`src/rtl/phy_rstseq_pkg.sv`:
```
// Shared types and interval helper for the PHY reset sequencer.
// Assumes all timing inputs are given in nanoseconds and hertz.
package phy_rstseq_pkg;

    // Sequencer states; order has no behavioural meaning.
    typedef enum logic [2:0] {
        ST_IDLE,
        ST_WAIT,
        ST_HOLD,
        ST_ARM,
        ST_HIGH,
        ST_LOW,
        ST_SETTLE,
        ST_READY
    } seq_state_t;

    // Converts a duration to clock cycles, rounding up, at least one.
    function automatic longint unsigned ns_to_cycles(input longint unsigned ns,
                                                     input longint unsigned hz);
        longint unsigned cyc;
        cyc = (ns * hz + 64'd999_999_999) / 64'd1_000_000_000;
        if (cyc == 64'd0) begin
            cyc = 64'd1;
        end
        return cyc;
    endfunction

endpackage

```
`src/rtl/phy_rstseq_timer.sv`:
```
// Interval counter: restarts from zero when told and reports when the
// current interval limit (given minus one) has been reached.
// Assumes the caller clears it on every state change.
module phy_rstseq_timer #(
    parameter int CNT_W = 8
) (
    input  logic             clk,
    input  logic             rst_ni,
    input  logic             clear,
    input  logic [CNT_W-1:0] limit_m1,
    output logic             expired
);

    logic [CNT_W-1:0] cnt_q;

    // Counts cycles spent in the current state.
    always_ff @(posedge clk) begin
        if (!rst_ni) begin
            cnt_q <= '0;
        end else if (clear) begin
            cnt_q <= '0;
        end else begin
            cnt_q <= cnt_q + 1'b1;
        end
    end

    assign expired = (cnt_q == limit_m1);

endmodule

```
`src/rtl/phy_rstseq_pins.sv`:
```
// Output decode: maps the sequencer state onto the pin value, pin
// enable and the two status flags. Purely combinational from a
// registered state, so outputs change only after a clock edge.
module phy_rstseq_pins
    import phy_rstseq_pkg::*;
(
    input  seq_state_t state,
    output logic       pin_val,
    output logic       pin_oe,
    output logic       ready,
    output logic       busy
);

    // Derives each output from the current state.
    always_comb begin
        pin_oe  = 1'b0;
        pin_val = 1'b0;
        ready   = 1'b0;
        busy    = 1'b1;
        unique case (state)
            ST_IDLE:   begin pin_val = 1'b1; busy = 1'b0; end
            ST_WAIT:   ;
            ST_HOLD:   ;
            ST_ARM:    pin_val = 1'b1;
            ST_HIGH:   begin pin_val = 1'b1; pin_oe = 1'b1; end
            ST_LOW:    pin_oe = 1'b1;
            ST_SETTLE: begin pin_val = 1'b1; pin_oe = 1'b1; end
            ST_READY:  begin pin_val = 1'b1; pin_oe = 1'b1; ready = 1'b1; busy = 1'b0; end
            default:   busy = 1'b0;
        endcase
    end

endmodule

```
`src/rtl/phy_rstseq.sv`:
```
// PHY reset release sequencer (top). Waits for supplies and reference
// clock, holds reset low through the pull-down, preloads a high value
// before enabling the driver, optionally adds a second low pulse, then
// waits a settle time and raises ready. Assumes an external pull-down
// on the reset pin and synchronous inputs.
module phy_rstseq
    import phy_rstseq_pkg::*;
#(
    parameter longint unsigned CLK_HZ    = 50_000_000,
    parameter longint unsigned HOLD_NS   = 2_000_000,
    parameter longint unsigned GAP_NS    = 100,
    parameter longint unsigned SETTLE_NS = 15_000_000
) (
    input  logic clk,
    input  logic rst_ni,
    input  logic pwr_good,
    input  logic refclk_ok,
    input  logic start,
    input  logic unmanaged_mode,
    output logic phy_rst_n,
    output logic phy_rst_oe,
    output logic ready,
    output logic busy
);

    localparam longint unsigned HOLD_CYC   = ns_to_cycles(HOLD_NS, CLK_HZ);
    localparam longint unsigned GAP_CYC    = ns_to_cycles(GAP_NS, CLK_HZ);
    localparam longint unsigned SETTLE_CYC = ns_to_cycles(SETTLE_NS, CLK_HZ);
    localparam longint unsigned MAX_A      = (HOLD_CYC > GAP_CYC) ? HOLD_CYC : GAP_CYC;
    localparam longint unsigned MAX_CYC    = (MAX_A > SETTLE_CYC) ? MAX_A : SETTLE_CYC;
    localparam int              CNT_W      = $clog2(MAX_CYC + 64'd1);
    localparam logic [CNT_W-1:0] HOLD_M1   = CNT_W'(HOLD_CYC - 64'd1);
    localparam logic [CNT_W-1:0] GAP_M1    = CNT_W'(GAP_CYC - 64'd1);
    localparam logic [CNT_W-1:0] SETTLE_M1 = CNT_W'(SETTLE_CYC - 64'd1);

    seq_state_t       state_q, state_d;
    logic             two_edges_q;
    logic             locked_q;
    logic             supplies_ok;
    logic             take_start;
    logic             expired;
    logic [CNT_W-1:0] limit_m1;

    assign supplies_ok = pwr_good & refclk_ok;
    assign take_start  = start & ((state_q == ST_IDLE) | (state_q == ST_READY));

    // Chooses the length of the timed state currently active.
    always_comb begin
        unique case (state_q)
            ST_HOLD:         limit_m1 = HOLD_M1;
            ST_HIGH, ST_LOW: limit_m1 = GAP_M1;
            default:         limit_m1 = SETTLE_M1;
        endcase
    end

    // Next-state logic, including abort on supply or clock loss.
    always_comb begin
        state_d = state_q;
        unique case (state_q)
            ST_IDLE:   if (start) state_d = ST_WAIT;
            ST_WAIT:   if (supplies_ok) state_d = ST_HOLD;
            ST_HOLD:   if (!supplies_ok) state_d = ST_WAIT;
                       else if (expired) state_d = ST_ARM;
            ST_ARM:    if (!supplies_ok) state_d = ST_WAIT;
                       else state_d = two_edges_q ? ST_HIGH : ST_SETTLE;
            ST_HIGH:   if (!supplies_ok) state_d = ST_WAIT;
                       else if (expired) state_d = ST_LOW;
            ST_LOW:    if (!supplies_ok) state_d = ST_WAIT;
                       else if (expired) state_d = ST_SETTLE;
            ST_SETTLE: if (!supplies_ok) state_d = ST_WAIT;
                       else if (expired) state_d = ST_READY;
            ST_READY:  if (start) state_d = ST_WAIT;
            default:   state_d = ST_IDLE;
        endcase
    end

    // State register.
    always_ff @(posedge clk) begin
        if (!rst_ni) begin
            state_q <= ST_IDLE;
        end else begin
            state_q <= state_d;
        end
    end

    // Samples the mode at an accepted start; a prior unmanaged release forces two edges.
    always_ff @(posedge clk) begin
        if (!rst_ni) begin
            two_edges_q <= 1'b0;
        end else if (take_start) begin
            two_edges_q <= unmanaged_mode | locked_q;
        end
    end

    // Remembers that an unmanaged release has completed.
    always_ff @(posedge clk) begin
        if (!rst_ni) begin
            locked_q <= 1'b0;
        end else if ((state_q == ST_SETTLE) && (state_d == ST_READY) && two_edges_q) begin
            locked_q <= 1'b1;
        end
    end

    phy_rstseq_timer #(
        .CNT_W (CNT_W)
    ) u_timer (
        .clk      (clk),
        .rst_ni   (rst_ni),
        .clear    (state_d != state_q),
        .limit_m1 (limit_m1),
        .expired  (expired)
    );

    phy_rstseq_pins u_pins (
        .state   (state_q),
        .pin_val (phy_rst_n),
        .pin_oe  (phy_rst_oe),
        .ready   (ready),
        .busy    (busy)
    );

endmodule

```
`config.mk`:
```
export PLATFORM = sky130hd
export DESIGN_NAME = phy_rstseq
export DESIGN_NICKNAME = d
export VERILOG_FILES = /design/src/rtl/phy_rstseq_pkg.sv /design/src/rtl/phy_rstseq_timer.sv /design/src/rtl/phy_rstseq_pins.sv /design/src/rtl/phy_rstseq.sv
export SDC_FILE = /design/constraint.sdc
export NUM_CORES = 1
export LEC_CHECK = 0
export CELL_PAD_IN_SITES_DETAIL_PLACEMENT = 0
export CELL_PAD_IN_SITES_GLOBAL_PLACEMENT = 1
export CORE_MARGIN = 4
export CORE_UTILIZATION = 25
export CTS_BUF_LIST = sky130_fd_sc_hd__clkbuf_8
export DETAILED_ROUTE_END_ITERATION = 10
export MAX_ROUTING_LAYER = met4
export PLACE_DENSITY_LB_ADDON = 0.1
export SLEW_MARGIN = 30
export SYNTH_ARGS = -nofsm -noshare
export SYNTH_HDL_FRONTEND = slang
export SYNTH_SLANG_ARGS = --single-unit
```
`constraint.sdc`:
```
create_clock -name clk -period 3.77 [get_ports clk]
set_input_delay 0.5655 -clock clk [delete_from_list [all_inputs] [get_ports clk]]
set_output_delay 0.5655 -clock clk [all_outputs]
set_load 0.02 [all_outputs]
```
# == Word-level counts from Yosys, hierarchy flattened ==
# Cells that the tools add are included.
# classes
add_sub_neg,1
n_eq_ne,10
n_mux,18
n_bitwise,5
reduce_logical,8
# op_table
cell,n
20-bit one-hot mux with 2 select lines,1
3-bit two-way mux,11
3-bit one-hot mux with 7 select lines,1
20-bit by 1-bit adder with 20-bit output (second input constant),1
20-bit == test,1
3-bit == test (second input constant),5
3-bit by 2-bit == test with 1-bit output (second input constant),2
2-bit OR reduction,3
5-bit OR reduction,1
1-bit two-way mux,4
4-bit OR reduction,1
3-bit by 1-bit == test with 1-bit output (second input constant),1
3-bit logical NOT,1
3-bit inequality test,1
1-bit AND,2
1-bit logical AND,2
2-bit two-way mux,1
1-bit bitwise OR,2
1-bit inverter,1
# totals
ff_bits,25
elab_cells,46

# == Logic depth before layout (Yosys ltp) ==
# depth
word_depth,10
ltp_mapped,8
ltp_nobuf,5

# == Cells and area by module ==
# A second synthesis with hierarchy kept.
# hier_totals
cells_unflattened,187
hier_area_um2,1586.5
# modules_own_cells
mod,instances,cells_per_inst,area_per_inst_um2,seq_area_each_um2
phy_rstseq_timer,1,129,1149.9,400.4
phy_rstseq,1,51,396.6,100.1
phy_rstseq_pins,1,7,40.0,0.0

# == Worst setup path before layout ==
# OpenSTA, ideal clock, no wires.
# synth_path
kind,register to output
from,register state_q[2]
to,output busy
arrival_time_ps,1596
required_time_ps,3204
setup_slack_ps,1608
stages_incl_launch_ff,5
n_path_buf,1
path_cell_list,dfxtp_1 -> clkbuf_1 -> inv_1 -> nor3_1 -> nor2_1
# synth_between
elab_chain_len,3
# synth_rtl
item,line,rtl
start: declaration,phy_rstseq.sv:36,"seq_state_t state_q, state_d;"
start signal: assignment,phy_rstseq.sv:82,state_q <= state_d;
3-bit == test or 3-bit logical NOT (tied branches),phy_rstseq_pins.sv:20,unique case (state)
2-bit OR reduction (no line) *,-,
1-bit two-way mux *,phy_rstseq_pins.sv:20,
end: declaration,phy_rstseq.sv:23,output logic busy
# Mark *: on every way between the ends. The rest lies on a longest branch, timed or not.

# == Worst setup path after layout ==
# layout_path
from,register state_q[2]
to,output ready
# layout_between
elab_chain_len,2
# layout_rtl
item,line,rtl
3-bit == test,phy_rstseq_pins.sv:20,
1-bit two-way mux,phy_rstseq_pins.sv:20,
end: declaration,phy_rstseq.sv:22,"output logic ready,"
# Every way passes these cells.

==> flow_metrics.tcl <==
set metrics [dict create \
    synth-seq-cells 25 \
    cts_buffer_depth 2 \
    dr_total_vias 1343 \
    overflow 0 \
    syn_avg_cell_area_um2 8.31 \
    dp.cells 253 \
    setup.worst_path.start_class "register" \
    syn_nets 186 \
    core-area_um2 5640 \
    placementRows 27 \
    setup_tns_ps 0 \
    worstHoldPathType "reg -> reg" \
    totalWireLength_um 3800 \
    synthCells 179 \
    postRouteAntennaNets 0 \
    clock_skew_ps 5.35 \
    h-tree-depth 1 \
    slowest_delay_ps 680 \
    nNetsFinal 193 \
    ctsResizeCount 0 \
    areaGrowthSynthToFinish_pct 13.7 \
    cts_hold_buf 0 \
    io_buffers 9 \
    yosys.area.top_type "dfxtp_1" \
    cp.required_ps 3200 \
    grt_first_pass_wirelength_um 6600 \
    die_x_um 85.1 \
    finalNonFillerCells 257 \
    hpwl_um 2850 \
    drt_iter0_drc 61 \
    report.final.slew_viol_count 0 \
    cts_tree "done" \
    arrival_ps 2130 \
    rr_startpoint "state_q[2]" \
    n_antenna_cell 0 \
    drive_gt1_frac 0.0703 \
    ys_seq_area_frac 0.336 \
    final-seq-area_um2 500 \
    dieArea_um2 7250 \
    io_pins 10 \
    synth.distinct_cells 45 \
    clk_latency_ps 270 \
    power_mw 0.485 \
    placed_area_um2 1640 \
    finalHoldViolations 0 \
    drc 0 \
    grt.total_usage 0.113 \
    rr_worst_depth 5 \
    ctsRootBufferMaster "clkbuf_8" \
    ys_warn_count 0 \
    p_leak_nw 0.581 \
    grt_max_degree 21 \
    cellPowerDensity_nw_per_um2 287 \
    ys_top_cells_by_area "dfxtp_1, xor2_1, a21oi_1" \
    setup_viol_count_final 0 \
    rsz0062_at_grt "false" \
    status "finished, final reports clean" \
    grt_antenna_before_repair 0 \
    slew_headroom 0.634 \
    crit_path_end_kind "primary output" \
    place.gp.congestion 0.793 \
    initial_core_util 0.264 \
    fin_area_um2 1690 \
    first_global_vias 1330 \
    reg2reg_to "u_timer.cnt_q[3]" \
    worst-setup-path-type "reg -> out" \
    synth_top_area_share 0.336 \
    post_drt_via_cell_ratio 5.23 \
    synth_most_common_cell "dfxtp_1" \
    synthArstFlopShare 0 \
    dr.pass1.iters 4 \
    hold-path-endpoint "locked_q" \
    path_clk_slew_ps 90 \
    crit_path_top_delay_cell "dfxtp_1" \
    worstMarginPinSlew_ps 546 \
    crit_chain "inv_1, nor3_1, clkdlybuf4s50_1" \
    worstHoldStart "locked_q" \
    clkSinkCount 25 \
    cts_made_buffers 3 \
    synth-edff-count 0 \
    synthTopCellsByCount "dfxtp_1, a21oi_1, xor2_1, nand2_1" \
    max_cap_viol_count 0 \
    vdd_ir_drop_max_mv 0.119 \
    whs_path_depth 1 \
    netlist_area_um2 1490 \
    fmax_ghz 0.371 \
    critical_path.max_fanout 17 \
    ff2ff_setup_slack_ps 1300 \
    fin_crit_sh 0.715 \
    finalCriticalPeriod_ps 2700 \
    n_fill_cell 624 \
    die_h_um 85.1 \
    ys.flop_type "dfxtp_1" \
    multi_input_area_um2 931 \
    wl_per_cell_um 14.8 \
    cts_setup_buffers 0 \
]
-- kinds of logic (layout without fill, tap and decap cells) --
logic type	after synthesis	count (layout)	synth area share
AO/OA/AOI/OAI	52	52	0.230
XOR/XNOR	18	18	0.106
adder cells (fa/ha/maj)	1	1	0.00841
buffers and inverters	14	20	0.0421
flip-flops	25	25	0.336
multiplexers	2	2	0.0135
AND/OR/NAND/NOR	67	67	0.264
-- cells in the final DEF, fill, tap and decap left out, drive strengths merged, types with 2 or more instances in the layout --
| cell type | netlist | routed |
|---|---|---|
| mux2i | 2 | 2 |
| clkdlybuf4s50 | 0 | 9 |
| and4 | 3 | 3 |
| o211ai | 2 | 2 |
| nand3b | 2 | 2 |
| and3 | 6 | 6 |
| buf | 3 | 2 |
| or2 | 3 | 3 |
| nand2 | 12 | 12 |
| a31oi | 3 | 3 |
| a21oi | 21 | 21 |
| dfxtp | 25 | 25 |
| o22ai | 2 | 2 |
| nand3 | 4 | 4 |
| nor2 | 7 | 7 |
| clkbuf | 6 | 3 |
| nor4 | 3 | 3 |
| inv | 5 | 5 |
| xnor2 | 2 | 2 |
| nand2b | 3 | 3 |
| o21ai | 10 | 10 |
| nor3 | 3 | 3 |
| a32o | 3 | 3 |
| nor2b | 4 | 4 |
| xor2 | 16 | 16 |
| nand4 | 9 | 9 |
| nor3b | 3 | 3 |
| and2 | 2 | 2 |
-- worst max-delay path by stage --
stage                          start  depth (start not counted)  slack (ps)                to
after floorplan           state_q[2]                          4        1610              busy
after global placement      pwr_good                          6        1080  u_timer.cnt_q[0]
after detailed placement       start                          6        1040  u_timer.cnt_q[3]
after CTS                 state_q[2]                          3        1030             ready
after global routing      state_q[2]                          3         900             ready
final                     state_q[2]                          3        1070             ready
-- sequential cells by signal, summed over array words and instances (netlist names) --
register	flops
u_timer.cnt_q	20
state_q	3
locked_q	1
two_edges_q	1
-- routing by layer --
layer,track usage,part of all wire,up-vias
met5,-,0,-
met4,0.0230,0.012,0
met3,0.0233,0.027,4
met2,0.183,0.47,24
met1,0.147,0.49,640
li1,-,-,675
-- power by group --
part | leakage (nW) | total [mW] | internal, mW | switching, mW
Clock | 0.0255 | 0.163 | 0.0740 | 0.0886
Combinational | 0.354 | 0.0485 | 0.0216 | 0.0269
Sequential | 0.202 | 0.274 | 0.268 | 0.00626
-- worst max-delay path: cells and delay by family, from the launching register on --
family / cells / cell delay [ps]
flip-flops: 1 / 680
buffers and inverters: 2 / 870
AND/OR/NAND/NOR: 1 / 310
-- per-stage QoR --
stage | hold WS, ps | setup slack, ps | utilization
floorplan | 443 | 1610 | -
global placement | 465 | 1080 | 0.291
detailed placement | 474 | 1040 | 0.291
CTS | 498 | 1030 | 0.299
global route | 535 | 900 | 0.300
finish | 490 | 1070 | 0.300
-- layout make-up --
cell class                      instances  share of cell area
Multi-Input combinational cell        140               0.550
Sequential cell                        25               0.296
Timing Repair Buffer                   11              0.0621
Tap cell                               72              0.0533
Clock buffer                            3              0.0244
Inverter                                5              0.0111
Clock inverter                          1             0.00296
No activity file was read; power rests on OpenSTA's default activity.
